==> src/rtl/rx_restart_pkg.sv <==
// Package: shared constants for the receive restart timer.
// Assumes the delay counter is wide enough to hold 2^(ZERO_FROM-1).
package rx_restart_pkg;
    localparam int unsigned DEF_CODE_W    = 4;
    localparam int unsigned DEF_CNT_W     = 12;
    localparam int unsigned DEF_ZERO_FROM = 12;
endpackage

==> src/rtl/rx_restart_target.sv <==
// Module: rx_restart_target
// Maps a delay code onto the number of bit ticks to wait: 2^code below
// ZERO_FROM, and zero from ZERO_FROM upward. Purely combinational.
// Assumes CNT_W > ZERO_FROM-1 so every nonzero target is representable.
module rx_restart_target #(
    parameter int unsigned CODE_W    = rx_restart_pkg::DEF_CODE_W,
    parameter int unsigned CNT_W     = rx_restart_pkg::DEF_CNT_W,
    parameter int unsigned ZERO_FROM = rx_restart_pkg::DEF_ZERO_FROM
) (
    input  logic [CODE_W-1:0] code_i,
    output logic [CNT_W-1:0]  target_o
);
    localparam int unsigned N_CODES = 1 << CODE_W;

    logic [CNT_W-1:0] lut [N_CODES];

    // One entry per code value, built by generate.
    for (genvar g = 0; g < N_CODES; g++) begin : g_entry
        if (g >= ZERO_FROM || g >= CNT_W) begin : g_zero
            assign lut[g] = '0;
        end else begin : g_pow
            assign lut[g] = CNT_W'(1) << g;
        end
    end

    // Select the entry for the present code.
    always_comb target_o = lut[code_i];
endmodule

==> src/rtl/rx_restart_counter.sv <==
// Module: rx_restart_counter
// Tick counter for the restart wait: cleared on start, advances on request.
// Assumes the controller never asks it to advance past its target.
module rx_restart_counter #(
    parameter int unsigned CNT_W = rx_restart_pkg::DEF_CNT_W
) (
    input  logic             clk,
    input  logic             rst_n,
    input  logic             clr_i,
    input  logic             adv_i,
    output logic [CNT_W-1:0] cnt_o
);
    // Hold, clear or advance the tick count.
    always_ff @(posedge clk) begin
        if (!rst_n)     cnt_o <= '0;
        else if (clr_i) cnt_o <= '0;
        else if (adv_i) cnt_o <= cnt_o + CNT_W'(1);
    end
endmodule

==> src/rtl/rx_restart_ctrl.sv <==
// Module: rx_restart_ctrl
// Arm / count / fire control. Priority: manual command, then the auto
// disable, then completion, then arming and start. A disarm in the same
// cycle as payload_ready wins. The pulse is registered and lasts one cycle.
module rx_restart_ctrl #(
    parameter int unsigned CNT_W = rx_restart_pkg::DEF_CNT_W
) (
    input  logic             clk,
    input  logic             rst_n,
    input  logic             payload_ready_i,
    input  logic             fifo_empty_i,
    input  logic             bit_tick_i,
    input  logic             auto_en_i,
    input  logic             restart_cmd_i,
    input  logic [CNT_W-1:0] target_i,
    input  logic [CNT_W-1:0] cnt_i,
    output logic             clr_o,
    output logic             adv_o,
    output logic             pulse_o,
    output logic             armed_o
);
    logic counting_q;
    logic fire;
    logic start;

    // Decide completion, start and advance for this cycle.
    always_comb begin
        fire  = counting_q && auto_en_i && (cnt_i == target_i);
        start = armed_o && fifo_empty_i && !counting_q && auto_en_i && !restart_cmd_i;
        clr_o = start;
        adv_o = counting_q && bit_tick_i && !fire;
    end

    // State update for armed, counting and the restart pulse.
    always_ff @(posedge clk) begin
        if (!rst_n) begin
            armed_o    <= 1'b0;
            counting_q <= 1'b0;
            pulse_o    <= 1'b0;
        end else begin
            pulse_o <= 1'b0;
            if (restart_cmd_i) begin
                pulse_o    <= 1'b1;
                armed_o    <= 1'b0;
                counting_q <= 1'b0;
            end else if (!auto_en_i) begin
                armed_o    <= 1'b0;
                counting_q <= 1'b0;
            end else if (fire) begin
                pulse_o    <= 1'b1;
                armed_o    <= 1'b0;
                counting_q <= 1'b0;
            end else begin
                if (payload_ready_i) armed_o    <= 1'b1;
                if (start)           counting_q <= 1'b1;
            end
        end
    end
endmodule

==> src/rtl/rx_restart_timer.sv <==
// Module: rx_restart_timer (top)
// Issues a one-cycle restart pulse 2^n bit ticks after the FIFO drains
// following a payload, or at once on a manual command. Assumes bit_tick_i
// is a single-cycle strobe synchronous to clk.
module rx_restart_timer #(
    parameter int unsigned CODE_W    = rx_restart_pkg::DEF_CODE_W,
    parameter int unsigned CNT_W     = rx_restart_pkg::DEF_CNT_W,
    parameter int unsigned ZERO_FROM = rx_restart_pkg::DEF_ZERO_FROM
) (
    input  logic              clk,
    input  logic              rst_n,
    input  logic              payload_ready_i,
    input  logic              fifo_empty_i,
    input  logic              bit_tick_i,
    input  logic [CODE_W-1:0] delay_code_i,
    input  logic              auto_en_i,
    input  logic              restart_cmd_i,
    output logic              restart_pulse_o,
    output logic              waiting_o
);
    logic [CNT_W-1:0] target;
    logic [CNT_W-1:0] cnt;
    logic             clr;
    logic             adv;

    rx_restart_target #(.CODE_W(CODE_W), .CNT_W(CNT_W), .ZERO_FROM(ZERO_FROM)) u_target (
        .code_i   (delay_code_i),
        .target_o (target)
    );

    rx_restart_counter #(.CNT_W(CNT_W)) u_counter (
        .clk   (clk),
        .rst_n (rst_n),
        .clr_i (clr),
        .adv_i (adv),
        .cnt_o (cnt)
    );

    rx_restart_ctrl #(.CNT_W(CNT_W)) u_ctrl (
        .clk             (clk),
        .rst_n           (rst_n),
        .payload_ready_i (payload_ready_i),
        .fifo_empty_i    (fifo_empty_i),
        .bit_tick_i      (bit_tick_i),
        .auto_en_i       (auto_en_i),
        .restart_cmd_i   (restart_cmd_i),
        .target_i        (target),
        .cnt_i           (cnt),
        .clr_o           (clr),
        .adv_o           (adv),
        .pulse_o         (restart_pulse_o),
        .armed_o         (waiting_o)
    );
endmodule

==> config.mk <==
export PLATFORM = sky130hd
export DESIGN_NAME = rx_restart_timer
export DESIGN_NICKNAME = d
export VERILOG_FILES = /design/src/rtl/rx_restart_pkg.sv /design/src/rtl/rx_restart_target.sv /design/src/rtl/rx_restart_counter.sv /design/src/rtl/rx_restart_ctrl.sv /design/src/rtl/rx_restart_timer.sv
export SDC_FILE = /design/constraint.sdc
export NUM_CORES = 1
export LEC_CHECK = 0
export CORE_UTILIZATION = 54
export CTS_CLUSTER_DIAMETER = 150
export CTS_CLUSTER_SIZE = 16
export DETAILED_ROUTE_END_ITERATION = 16
export GPL_TIMING_DRIVEN = 1
export PLACE_DENSITY = 0.89
export SLEW_MARGIN = 40
export SYNTH_ARGS = -nofsm -noshare
export SYNTH_HDL_FRONTEND = slang
export SYNTH_HIERARCHICAL = 1
export SYNTH_SLANG_ARGS = --single-unit
==> constraint.sdc <==
create_clock -name clk -period 2.8 [get_ports clk]
set_clock_uncertainty 0.15 [all_clocks]
set_input_delay 0.56 -clock clk [delete_from_list [all_inputs] [get_ports clk]]
set_output_delay 0.56 -clock clk [all_outputs]
set_load 0.005 [all_outputs]
==> results.md <==
### Outcome
* **result of the run** completed

### Clock tree
* **TritonCTS clock tree** yes
* **clock root buffer** sky130_fd_sc_hd__clkbuf_4
* **Sink Count** 15
* **later-pin clock latency in the skew report** 0.29 ns
* **number of buffers inserted during clock tree synthesis** 3
* **Max Root-Sink Buffers** 2
* **Clock transition at path regs** 0.09 ns
* **# H-tree levels** 1

### Logic synthesis
* **area fraction of the dominant cell type after synthesis** 27.7%
* **number of standard cells after synthesis** 113
* **Post-synth EDFFs** 0
* **mean instance size in the synthesized netlist** 9.60 um^2
* **biggest area consumer among synthesized cells** sky130_fd_sc_hd__dfxtp_1
* **top_reg_cell synth** sky130_fd_sc_hd__dfxtp_1
* **Mapped Nets** 125
* **Seq cells post-synth** 15
* **mapped cell area** 0.00108 mm^2
* **part of the Yosys area used for sequential elements** 27.7%
* **top area cells in the synthesized netlist** sky130_fd_sc_hd__dfxtp_1 (28%), sky130_fd_sc_hd__xnor2_1 (10%), sky130_fd_sc_hd__nor4b_4 (6.6%), sky130_fd_sc_hd__and4bb_1 (4.6%), sky130_fd_sc_hd__buf_6 (4.2%)
* **leading cell type by number of instances after synthesis** sky130_fd_sc_hd__dfxtp_1
* **distinct cell type count of the synthesized netlist** 36
* **synth cell count leaders** sky130_fd_sc_hd__dfxtp_1 (15), sky130_fd_sc_hd__xnor2_1 (13), sky130_fd_sc_hd__nand2_1 (9)
* **Synthesis Warnings** 6
* **async set or reset register ratio after synthesis** 0%

### Finish
* **number of antenna repair diodes** 0
* **share of layout cells above drive strength 1** 23.4%
* **area growth from synthesis to layout** 26.8%
* **final standard cell count with taps included and fillers excluded** 162
* **Final nets** 150

### Critical path
* **Crit path max-delay family** simple AND/OR/NAND/NOR gates
* **largest fanout on the critical path** 12
* **largest incremental delay on the critical path** 0.47 ns
* **Crit Reg-Reg Endpoint** u_counter/cnt_o[8]$_SDFFE_PP0P_
* **worst-case reg-to-reg path depth** 7
* **cell breakdown of the critical path** clkdlybuf4s50_1 > buf_6 > and4bb_1 > xnor2_1 > nand2_1 > nor4_2 > nor2_2 > nand4_4 > buf_4 > xor2_1 > nor2_1
* **type of element capturing the critical path** flip-flop
* **master of the slowest instance on the critical path** sky130_fd_sc_hd__clkdlybuf4s50_1
* **RR Startpoint** u_counter/cnt_o[3]$_SDFFE_PP0P_
* **Reg2Reg Setup Slack** 0.76 ns
* **Bufs and invs on worst path** 3
* **required arrival time at the worst endpoint** 2.82 ns
* **critical path type** input port to flip-flop
* **startpoint types** input port
* **signal arrival time at the worst endpoint** 2.77 ns

### Timing
* **Worst Slack Setup Final** 0.0496 ns
* **share of the cycle needed by the critical path after routing** 98.2%
* **transition time at the pin with the least slew margin** 0.405 ns
* **max-slew headroom at the worst pin** 73.0%
* **number of hold-slack violations in the final timing report** 0
* **Max Freq** 364 MHz
* **final number of setup-violating endpoints** 0
* **Final Critical Period** 2.75 ns
* **final slew viol count** 0
* **setup total negative slack** 0 ns

### Min path
* **hold crit path type** flip-flop to flip-flop
* **Hold Crit Endpoint** u_counter/cnt_o[11]$_SDFFE_PP0P_
* **origin of the worst min-delay path** u_counter/cnt_o[11]$_SDFFE_PP0P_
* **hold-critical path depth** 2

### Drt
* **first-pass iteration count of the detailed router** 4
* **Total Routed Length** 2540 um
* **per-cell routed wire length** 15.7 um
* **Detailed Route Iter0 Violations** 31
* **DRC** 0
* **ANT nets after route** 0
* **via count of the routed design** 939
* **via density per instance** 5.80

### Global routing
* **aggregate global routing overflow** 0
* **via count of the first global-routing pass** 876
* **global-route total usage across every layer** 23.8%
* **initial antenna violation count** 0
* **largest net degree at the start of global routing** 13
* **global-route wire length before repair** 3650 um

### Pwr
* **sequential share of power** 52.1%
* **power density over the cells** 300 mW/mm^2
* **static power due to leakage** 0.504 nW
* **power consumption** 0.412 mW
* **power dissipated by switching net loads** 0.101 mW
* **internal power consumption** 0.311 mW
* **part of the power in the clock network** 30.1%
* **Net Sw Frac** 24.6%
* **maximum ir drop on the vdd rail** 0.000367 V
* **proportion of power drawn by combinational gates** 17.8%

### Placement
* **Detail Placement HPWL** 1760 um
* **pre-CTS setup slack** -0.362 ns
* **# placed instances** 157
* **count of port buffers added during placement** 12
* **routability cong.** 0.830

### Floorplan
* **overall die height** 46.8 um
* **Placement Rows** 15
* **Core Footprint** 0.00180 mm^2
* **boundary pin count** 13
* **width of the die** 46.8 um
* **full die area** 0.00219 mm^2
* **starting density of the core** 60.2%

### Run
* **max_cap viols** 0

-- registers in the layout (all words and copies together) (netlist names) --
| signal | count |
|---|---|
| u_counter/cnt_o | 12 |
| u_ctrl/pulse_o | 1 |
| u_ctrl/counting_q | 1 |
| u_ctrl/armed_o | 1 |
-- power by group through the flow --
stage,Clock [mW],Sequential (mW),Combinational [mW]
floorplan,0,0.220,0.0408
global placement,0,0.220,0.0685
detailed placement,0,0.220,0.0705
CTS,0.127,0.215,0.0702
global route,0.136,0.215,0.0782
finish,0.124,0.215,0.0732
-- worst register-to-register path: stages, from the launching register on --
cell	delay, ns
sky130_fd_sc_hd__dfxtp_1	0.50
sky130_fd_sc_hd__xnor2_1	0.14
sky130_fd_sc_hd__nand3_1	0.12
sky130_fd_sc_hd__nor4_2	0.06
sky130_fd_sc_hd__nor2_2	0.21
sky130_fd_sc_hd__nand3_2	0.16
sky130_fd_sc_hd__or4_1	0.46
sky130_fd_sc_hd__a21oi_1	0.17
-- worst max path at each step --
stage / start / slack [ns] / cells after the start / endpoint
after floorplan: delay_code_i[0] / 0.43 / 10 / u_counter/cnt_o[10]$_SDFFE_PP0P_
after global placement: delay_code_i[3] / -0.24 / 11 / u_counter/cnt_o[4]$_SDFFE_PP0P_
after detailed placement: delay_code_i[3] / -0.36 / 10 / u_counter/cnt_o[8]$_SDFFE_PP0P_
after CTS: delay_code_i[2] / -0.0005 / 11 / u_counter/cnt_o[4]$_SDFFE_PP0P_
after global routing: delay_code_i[0] / -0.04 / 11 / u_counter/cnt_o[3]$_SDFFE_PP0P_
final: delay_code_i[2] / 0.05 / 11 / u_counter/cnt_o[3]$_SDFFE_PP0P_
-- cell usage in the layout (no fill, tap or decap), drive strengths merged, types with 2 or more instances in the layout --
cell type / count
dfxtp: 15
buf: 14
xnor2: 13
clkdlybuf4s50: 10
nand2: 9
nor2: 8
nand3: 7
nand4: 6
a21oi: 5
and4bb: 5
clkbuf: 4
nor4: 4
nor4b: 4
o21ai: 3
xor2: 3
or3: 3
nand2b: 2
mux2i: 2
inv: 2
nor2b: 2
o31ai: 2
or4: 2
nor3: 2
and4b: 2
-- per-stage QoR --
step                      hold WS (ns)  utilization (%)  instance area, um^2
after floorplan                  0.306                -                 1080
after global placement           0.337             72.4                 1310
after detailed placement         0.365             72.4                 1310
after CTS                        0.376             74.1                 1340
after global routing             0.390             76.3                 1380
final                            0.378             76.3                 1380
-- what timing repair did --
action / CTS / global route
endpoints found under the setup margin: 6 / 11
gates resized for setup: 2 / 7
setup buffers: 0 / 1
pin swaps: 2 / 5
hold buffers: 0 / 0
-- cell type report --
cell class / count / area (um^2)
Multi-Input combinational cell: 90 / 751
Fill cell: 124 / 427
Timing Repair Buffer: 26 / 259
Clock buffer: 4 / 26.3
Inverter: 2 / 7.51
Tap cell: 25 / 31.3
Sequential cell: 15 / 300
-- per-layer routing --
layer / track usage, % / wire length (um)
met1: 28.3 / 1170
met2: 41.9 / 1240
met3: 5.77 / 113
met4: 7.43 / 21
met5: 0 / 0
-- kinds of logic (layout without fill, tap and decap cells) --
group	after synthesis	after routing	synth area share, %
adder cells (fa/ha/maj)	1	1	1.15
AO/OA/AOI/OAI	14	14	7.96
buffers and inverters	8	32	5.65
XOR/XNOR	16	16	12.9
flip-flops	15	15	27.7
multiplexers	2	2	1.85
AND/OR/NAND/NOR	57	57	42.8
(Power assumes the default switching activity.)
